`src/rtl/audrx_pkg.sv`:
```
package audrx_pkg;

    // Slot layout of the incoming serial stream
    typedef enum logic {
        FMT_LEFT_JUST = 1'b0,  // left while word select high, MSB on first bit
        FMT_I2S       = 1'b1   // left while word select low, MSB one bit late
    } audrx_fmt_e;

endpackage

```
`src/rtl/audrx_sync.sv`:
```
module audrx_sync #(
    parameter int W = 1
) (
    input  logic         clk_i,
    input  logic         rst_ni,
    input  logic [W-1:0] d_i,
    output logic [W-1:0] q_o
);

    for (genvar gi = 0; gi < W; gi++) begin : g_bit
        logic [1:0] stg_q;
        always_ff @(posedge clk_i) begin
            if (!rst_ni) stg_q <= '0;
            else         stg_q <= {stg_q[0], d_i[gi]};
        end
        assign q_o[gi] = stg_q[1];
    end

endmodule

```
`src/rtl/audrx_frame.sv`:
```
module audrx_frame #(
    parameter int MIN_BITS  = 32,
    parameter int MAX_BITS  = 64,
    parameter int DRIFT_MAX = 4,
    parameter int PERIOD_W  = 16,
    parameter int CNT_W     = 8
) (
    input  logic clk_i,
    input  logic rst_ni,
    input  logic rise_i,     // bit-clock rising edge seen this cycle
    input  logic start_i,    // left channel begins on this bit
    input  logic ws_edge_i,  // raw word-select rising edge, master-clock timed
    output logic lock_o,
    output logic len_err_o,
    output logic resync_o,
    output logic emit_o      // combinational: pair to be captured this cycle
);

    typedef struct packed {
        logic [CNT_W-1:0]    cnt;
        logic [CNT_W-1:0]    last_len;
        logic                have_ref;
        logic                len_ok;
        logic                lock;
        logic [PERIOD_W-1:0] period;
        logic [PERIOD_W-1:0] pref;
        logic                pref_ok;
        logic                err;
        logic                resync;
    } frm_t;

    frm_t                st_q, st_d;
    logic [PERIOD_W-1:0] drift;

    always_comb begin
        st_d        = st_q;
        st_d.err    = 1'b0;
        st_d.resync = 1'b0;
        drift = (st_q.period > st_q.pref) ? st_q.period - st_q.pref
                                          : st_q.pref - st_q.period;

        // bit-clock count per frame, length check and lock
        if (start_i) begin
            if (st_q.have_ref) begin
                if (st_q.cnt < CNT_W'(MIN_BITS) || st_q.cnt > CNT_W'(MAX_BITS)) begin
                    st_d.err    = 1'b1;
                    st_d.lock   = 1'b0;
                    st_d.len_ok = 1'b0;
                end else begin
                    st_d.lock     = st_q.len_ok && (st_q.cnt == st_q.last_len);
                    st_d.last_len = st_q.cnt;
                    st_d.len_ok   = 1'b1;
                end
            end
            st_d.have_ref = 1'b1;
            st_d.cnt      = CNT_W'(1);
        end else if (rise_i && st_q.cnt != '1) begin
            st_d.cnt = st_q.cnt + 1'b1;
        end

        // word-select period in master-clock cycles, drift watch
        if (st_q.period != '1) st_d.period = st_q.period + 1'b1;
        if (ws_edge_i) begin
            st_d.period = PERIOD_W'(1);
            if (!st_q.lock) begin
                st_d.pref_ok = 1'b0;
            end else if (!st_q.pref_ok) begin
                st_d.pref    = st_q.period;
                st_d.pref_ok = 1'b1;
            end else if (drift > PERIOD_W'(DRIFT_MAX)) begin
                st_d.resync  = 1'b1;
                st_d.lock    = 1'b0;
                st_d.len_ok  = 1'b0;
                st_d.pref_ok = 1'b0;
            end
        end
    end

    always_ff @(posedge clk_i) begin
        if (!rst_ni) st_q <= '0;
        else         st_q <= st_d;
    end

    assign lock_o    = st_q.lock;
    assign len_err_o = st_q.err;
    assign resync_o  = st_q.resync;
    assign emit_o    = start_i && st_d.lock;

endmodule

```
`src/rtl/audrx_deser.sv`:
```
module audrx_deser #(
    parameter int SAMPLE_W = 24,
    parameter int POS_W    = 7
) (
    input  logic                clk_i,
    input  logic                rst_ni,
    input  logic                rise_i,  // bit-clock rising edge
    input  logic                chg_i,   // channel changed on this bit
    input  logic                chan_i,  // 1: left, 0: right
    input  logic                sd_i,
    input  logic                emit_i,
    output logic [SAMPLE_W-1:0] left_o,
    output logic [SAMPLE_W-1:0] right_o,
    output logic                valid_o
);

    typedef struct packed {
        logic [SAMPLE_W-1:0] left_sh;
        logic [SAMPLE_W-1:0] right_sh;
        logic [POS_W-1:0]    pos;
        logic [SAMPLE_W-1:0] out_l;
        logic [SAMPLE_W-1:0] out_r;
        logic                valid;
    } des_t;

    des_t                st_q, st_d;
    logic [POS_W-1:0]    pos_nx;
    logic [SAMPLE_W-1:0] word;

    always_comb begin
        st_d       = st_q;
        st_d.valid = 1'b0;

        if (emit_i) begin
            st_d.out_l = st_q.left_sh;
            st_d.out_r = st_q.right_sh;
            st_d.valid = 1'b1;
        end

        pos_nx = chg_i ? '0 : ((st_q.pos == '1) ? st_q.pos : st_q.pos + 1'b1);
        word   = chg_i ? '0 : (chan_i ? st_q.left_sh : st_q.right_sh);
        for (int b = 0; b < SAMPLE_W; b++) begin
            if (pos_nx == POS_W'(SAMPLE_W - 1 - b)) word[b] = sd_i;
        end

        if (rise_i) begin
            st_d.pos = pos_nx;
            if (chan_i) st_d.left_sh  = word;
            else        st_d.right_sh = word;
        end
    end

    always_ff @(posedge clk_i) begin
        if (!rst_ni) st_q <= '0;
        else         st_q <= st_d;
    end

    assign left_o  = st_q.out_l;
    assign right_o = st_q.out_r;
    assign valid_o = st_q.valid;

endmodule

```
`src/rtl/audrx_rx.sv`:
```
module audrx_rx
    import audrx_pkg::*;
#(
    parameter int         SAMPLE_W  = 24,
    parameter int         MIN_BITS  = 32,
    parameter int         MAX_BITS  = 64,
    parameter int         DRIFT_MAX = 4,
    parameter int         PERIOD_W  = 16,
    parameter audrx_fmt_e FMT       = FMT_LEFT_JUST
) (
    input  logic                clk_i,
    input  logic                rst_ni,
    input  logic                bck_i,
    input  logic                ws_i,
    input  logic                sd_i,
    output logic [SAMPLE_W-1:0] left_o,
    output logic [SAMPLE_W-1:0] right_o,
    output logic                valid_o,
    output logic                lock_o,
    output logic                len_err_o,
    output logic                resync_o
);

    localparam int CNT_W = $clog2(MAX_BITS) + 2;
    localparam int POS_W = $clog2(MAX_BITS) + 1;

    typedef struct packed {
        logic bck_prev;
        logic ws_prev;
        logic ws_bit;   // word select taken at the last bit-clock rise
        logic ews;      // channel of the last bit, 1 = left
    } front_t;

    logic [2:0] syn;
    logic       bck_s, ws_s, sd_s;
    front_t     fr_q, fr_d;
    logic       rise, ews_now, start, chg, ws_edge, emit;

    audrx_sync #(.W(3)) u_sync (
        .clk_i (clk_i),
        .rst_ni(rst_ni),
        .d_i   ({sd_i, ws_i, bck_i}),
        .q_o   (syn)
    );

    assign bck_s   = syn[0];
    assign ws_s    = syn[1];
    assign sd_s    = syn[2];
    assign rise    = bck_s && !fr_q.bck_prev;
    assign ews_now = (FMT == FMT_I2S) ? !fr_q.ws_bit : ws_s;
    assign chg     = rise && (ews_now != fr_q.ews);
    assign start   = chg && ews_now;
    assign ws_edge = ws_s && !fr_q.ws_prev;

    always_comb begin
        fr_d          = fr_q;
        fr_d.bck_prev = bck_s;
        fr_d.ws_prev  = ws_s;
        if (rise) begin
            fr_d.ws_bit = ws_s;
            fr_d.ews    = ews_now;
        end
    end

    always_ff @(posedge clk_i) begin
        if (!rst_ni) fr_q <= '0;
        else         fr_q <= fr_d;
    end

    audrx_frame #(
        .MIN_BITS (MIN_BITS),
        .MAX_BITS (MAX_BITS),
        .DRIFT_MAX(DRIFT_MAX),
        .PERIOD_W (PERIOD_W),
        .CNT_W    (CNT_W)
    ) u_frame (
        .clk_i    (clk_i),
        .rst_ni   (rst_ni),
        .rise_i   (rise),
        .start_i  (start),
        .ws_edge_i(ws_edge),
        .lock_o   (lock_o),
        .len_err_o(len_err_o),
        .resync_o (resync_o),
        .emit_o   (emit)
    );

    audrx_deser #(
        .SAMPLE_W(SAMPLE_W),
        .POS_W   (POS_W)
    ) u_deser (
        .clk_i  (clk_i),
        .rst_ni (rst_ni),
        .rise_i (rise),
        .chg_i  (chg),
        .chan_i (ews_now),
        .sd_i   (sd_s),
        .emit_i (emit),
        .left_o (left_o),
        .right_o(right_o),
        .valid_o(valid_o)
    );

endmodule

```
`config.mk`:
```
export PLATFORM = sky130hd
export DESIGN_NAME = audrx_rx
export DESIGN_NICKNAME = d
export VERILOG_FILES = /design/src/rtl/audrx_pkg.sv /design/src/rtl/audrx_sync.sv /design/src/rtl/audrx_frame.sv /design/src/rtl/audrx_deser.sv /design/src/rtl/audrx_rx.sv
export SDC_FILE = /design/constraint.sdc
export NUM_CORES = 1
export LEC_CHECK = 0
export ABC_AREA = 1
export BUFFER_PORTS_ARGS = -buffer_cell sky130_fd_sc_hd__buf_2
export CORE_MARGIN = 2
export CORE_UTILIZATION = 45
export CTS_BUF_LIST = sky130_fd_sc_hd__clkbuf_8 sky130_fd_sc_hd__clkbuf_16
export DETAILED_ROUTE_END_ITERATION = 8
export PLACE_DENSITY = 0.7
export SLEW_MARGIN = 5
export SYNTH_ARGS = -nofsm -noshare
export SYNTH_HDL_FRONTEND = slang
export SYNTH_SLANG_ARGS = --single-unit
```
`constraint.sdc`:
```
create_clock -name clk_i -period 3 [get_ports clk_i]
set_input_delay 0.3 -clock clk_i [delete_from_list [all_inputs] [get_ports clk_i]]
set_output_delay 0.3 -clock clk_i [all_outputs]
set_load 0.01 [all_outputs]
```
==> impl_metrics.yaml <==
final_layout:
  nNetsFinal: 1661
  area_growth_syn_to_layout_pct: 14.4
  n_fill_cell: 2165
  finalInstanceArea_um2: 11600
  drive_gt1_frac: 0.154
  diodes: 0
  multi_input_area_um2: 5250
  seqCellArea_um2: 3350
timing:
  worst_pin_slew_ps: 855
  hold_viol: 0
  rsz0062_at_grt: "true"
  drv_slew: 0
  finalSetupViolations: 0
  period_minus_slack_ps: 2840
  fin_setup_tns_ps: 0
  skew_ps: 9.16
  max_slew_margin: 0.429
  finalCritPeriodShare: 0.948
  clock.fmax_ghz: 0.352
setup_path:
  r2r_start: "u_frame.st_q[3]$_SDFFE_PN0P_"
  path_class: "reg -> reg"
  rr_endpoint: "u_deser.right_o[3]$_SDFFE_PN0P_"
  endpoint_kind: "flip-flop"
  cp.required_ps: 3380
  cp_top_family: "simple AND/OR/NAND/NOR gates"
  path_max_fanout: 6
  critPathBufInv: 7
  crit_start: "u_frame.st_q[3]$_SDFFE_PN0P_"
  crit_path_frequent_cell: "nand2_2"
  rrSetupSlack_ps: 160
  critical_path.max_stage_delay_ps: 400
  startpoint_type: "flip-flop"
  reg2reg_depth: 25
  cp-endpoint: "u_deser.right_o[3]$_SDFFE_PN0P_"
  cp.depth: 25
  worst_ep_arrival_time_ps: 3220
  slowest_stage: "fa_2"
yosys:
  ys_seq_elements: 167
  ys_async_sr_fraction: 0
  synth_ff_type: "dfxtp_1"
  ys_top_cells_by_count: "nand2_1, inv_1, dfxtp_1"
  synth_nets: 1645
  synth_top_cell_by_area: "dfxtp_1"
  yosysWarningCount: 0
  syn-cell-area_um2: 10100
  synth_top_area_share: 0.330
  synthCells: 1603
  ys_seq_area_frac: 0.330
  synth_cell_type_count: 42
  syn_area_per_cell_um2: 6.33
  netlist_top_cells_area: "dfxtp_1, nand2_1, inv_1, o21ai_0, nor2_1"
  yosysMostFrequentCell: "nand2_1"
  synth_edf_count: 0
flow_run:
  max_cap_violations: 0
clock_network:
  clockBufferDepth: 2
  clock_sinks: 167
  cts_tree: "done"
  path_clk_slew_ps: 70
  cts-root-buf: "clkbuf_16"
  cts_buffers: 17
  clk_latency_ps: 430
  htree_num_levels: 4
route:
  final_antenna_net_count: 0
  num_vias: 9652
  drc: 0
  drtIter0Drc: 650
  drt-total-wl_um: 26000
  dr.pass1.iters: 7
  avgRoutedWirePerCell_um: 13.6
  via_per_inst: 5.05
global_route:
  use_met1: 0.291
  grt_pass1_wl_um: 42600
  overflow: 0
  top_usage_layer: "met2"
  antenna_found_initial: 0
  grtUsageTotal: 0.218
  gr-usage-met2: 0.368
  met3_usage: 0.0293
  grt_max_degree: 57
  grt_pass1_vias: 8801
place:
  placed_area_um2: 10400
  gp_congestion: 0.910
  dpl.hpwl_um: 18300
  numPortBuffers: 56
power:
  p_leak_uw: 0.00554
  switching_share: 0.259
  intPower_uw: 3650
  powerDensity_nw_per_um2: 425
  ir_drop_mv: 0.387
  pwr-share-seq: 0.458
  p_sw_uw: 1270
  power_frac_comb: 0.097
  clkPwrFrac: 0.445
status:
  outcome: "finished clean"
hold_path:
  hold_path.class: "in -> reg"
  holdPathStages: 3
floorplan:
  chipHeight_um: 154
  die_w_um: 154
  initial_core_util: 0.462
  coreArea_um2: 22000
  die_area_um2: 23700
  num_io_pins: 57
  rows: 54
[power by group through the flow]
stage	Sequential (µW)	Combinational, µW	Clock, µW
2_1_floorplan	2300	316	0
3_3_place_gp	2300	413	0
6_report	2260	476	2190
4_1_cts	2250	424	2230
5_1_grt	2260	533	2320
3_5_place_dp	2300	417	0
[cells by family after synthesis]
family                     Yosys count  synth area share
and+or+nand+nor                    687             0.292
adders and majority gates           37            0.0471
buffers and inverters              445             0.186
DFF                                167             0.330
xor gates and xnor gates            20            0.0173
AOI/OAI and AO/OA                  247             0.128
[flip-flops by register name, indices dropped and copies added, names as in the netlist]
signal / flops
u_frame.resync_o: 1
u_deser.valid_o: 1
u_frame.len_err_o: 1
u_sync.g_bit.stg_q: 6
u_deser.right_o: 24
fr_q: 3
u_deser.st_q: 55
u_deser.left_o: 24
u_frame.st_q: 51
u_frame.lock_o: 1
[layout make-up]
type                       instances  area share
sequential                       167       0.289
clock buffer                      18      0.0379
inverter                         338       0.110
timing repair buffer             103      0.0671
tap                              280      0.0302
multi-input combinational        992       0.453
clock inverter                    14      0.0131
[cell usage in the layout (no fill, tap or decap), types with 4 or more instances in the layout]
cell,instances
a211oi_1,9
a21oi_1,79
a21oi_2,6
a31oi_1,6
buf_12,6
buf_2,56
buf_4,34
buf_6,4
clkbuf_16,19
clkinvlp_4,5
dfxtp_1,160
dfxtp_2,6
ha_1,23
ha_4,9
inv_1,322
inv_2,13
nand2_1,367
nand2_2,36
nand3_1,64
nand3_2,6
nand4_1,54
nor2_1,107
nor2_2,11
nor2_4,6
nor3_1,15
nor3_2,4
nor4_1,5
o211ai_1,4
o21ai_0,131
o21ai_1,5
xnor2_1,5
xor2_1,14
[worst min-delay path: cells and delay by family]
kind	cells	cell delay, ps
buffers and inverters	2	110
and+or+nand+nor	1	40
[worst min-delay path by stage]
stage | to | slack, ps | start
after floorplan | u_sync.g_bit[0].stg_q[1]$_SDFF_PN0_ | 390 | u_sync.g_bit[0].stg_q[0]$_SDFF_PN0_
after CTS | u_sync.g_bit[2].stg_q[0]$_SDFF_PN0_ | 40 | sd_i
after global routing | u_sync.g_bit[0].stg_q[0]$_SDFF_PN0_ | 50 | bck_i
final | u_sync.g_bit[0].stg_q[0]$_SDFF_PN0_ | 50 | bck_i
after detailed placement | u_sync.g_bit[0].stg_q[1]$_SDFF_PN0_ | 400 | u_sync.g_bit[0].stg_q[0]$_SDFF_PN0_
after global placement | u_sync.g_bit[0].stg_q[1]$_SDFF_PN0_ | 410 | u_sync.g_bit[0].stg_q[0]$_SDFF_PN0_
[routing by layer]
layer	vias to the layer above	share of wire
met5	-	0
met4	0	0.015
met3	25	0.045
met2	259	0.48
met1	4413	0.46
li1	4955	-
[metrics by stage]
stage	instances	util	total power [µW]	hold WS, ps	setup slack [ps]
6_report	1912	0.528	4930	50.6	157
5_1_grt	1912	0.528	5110	51.8	-31.4
4_1_cts	1900	0.508	4910	38.7	7.41
3_5_place_dp	1861	0.476	2720	400	-17.9
3_3_place_gp	1861	0.476	2720	405	58.2
2_1_floorplan	1603	-	2620	390	310
[what timing repair did]
action                                  in CTS  in global routing
buffers inserted                             4                 11
resized for setup                            5                 95
endpoints found under the setup margin      40                 64
hold buffers                                 0                  0
gates cloned                                 3                  2
pin swaps                                    1                 34
Note: power is estimated with default switching activity, not from simulation.
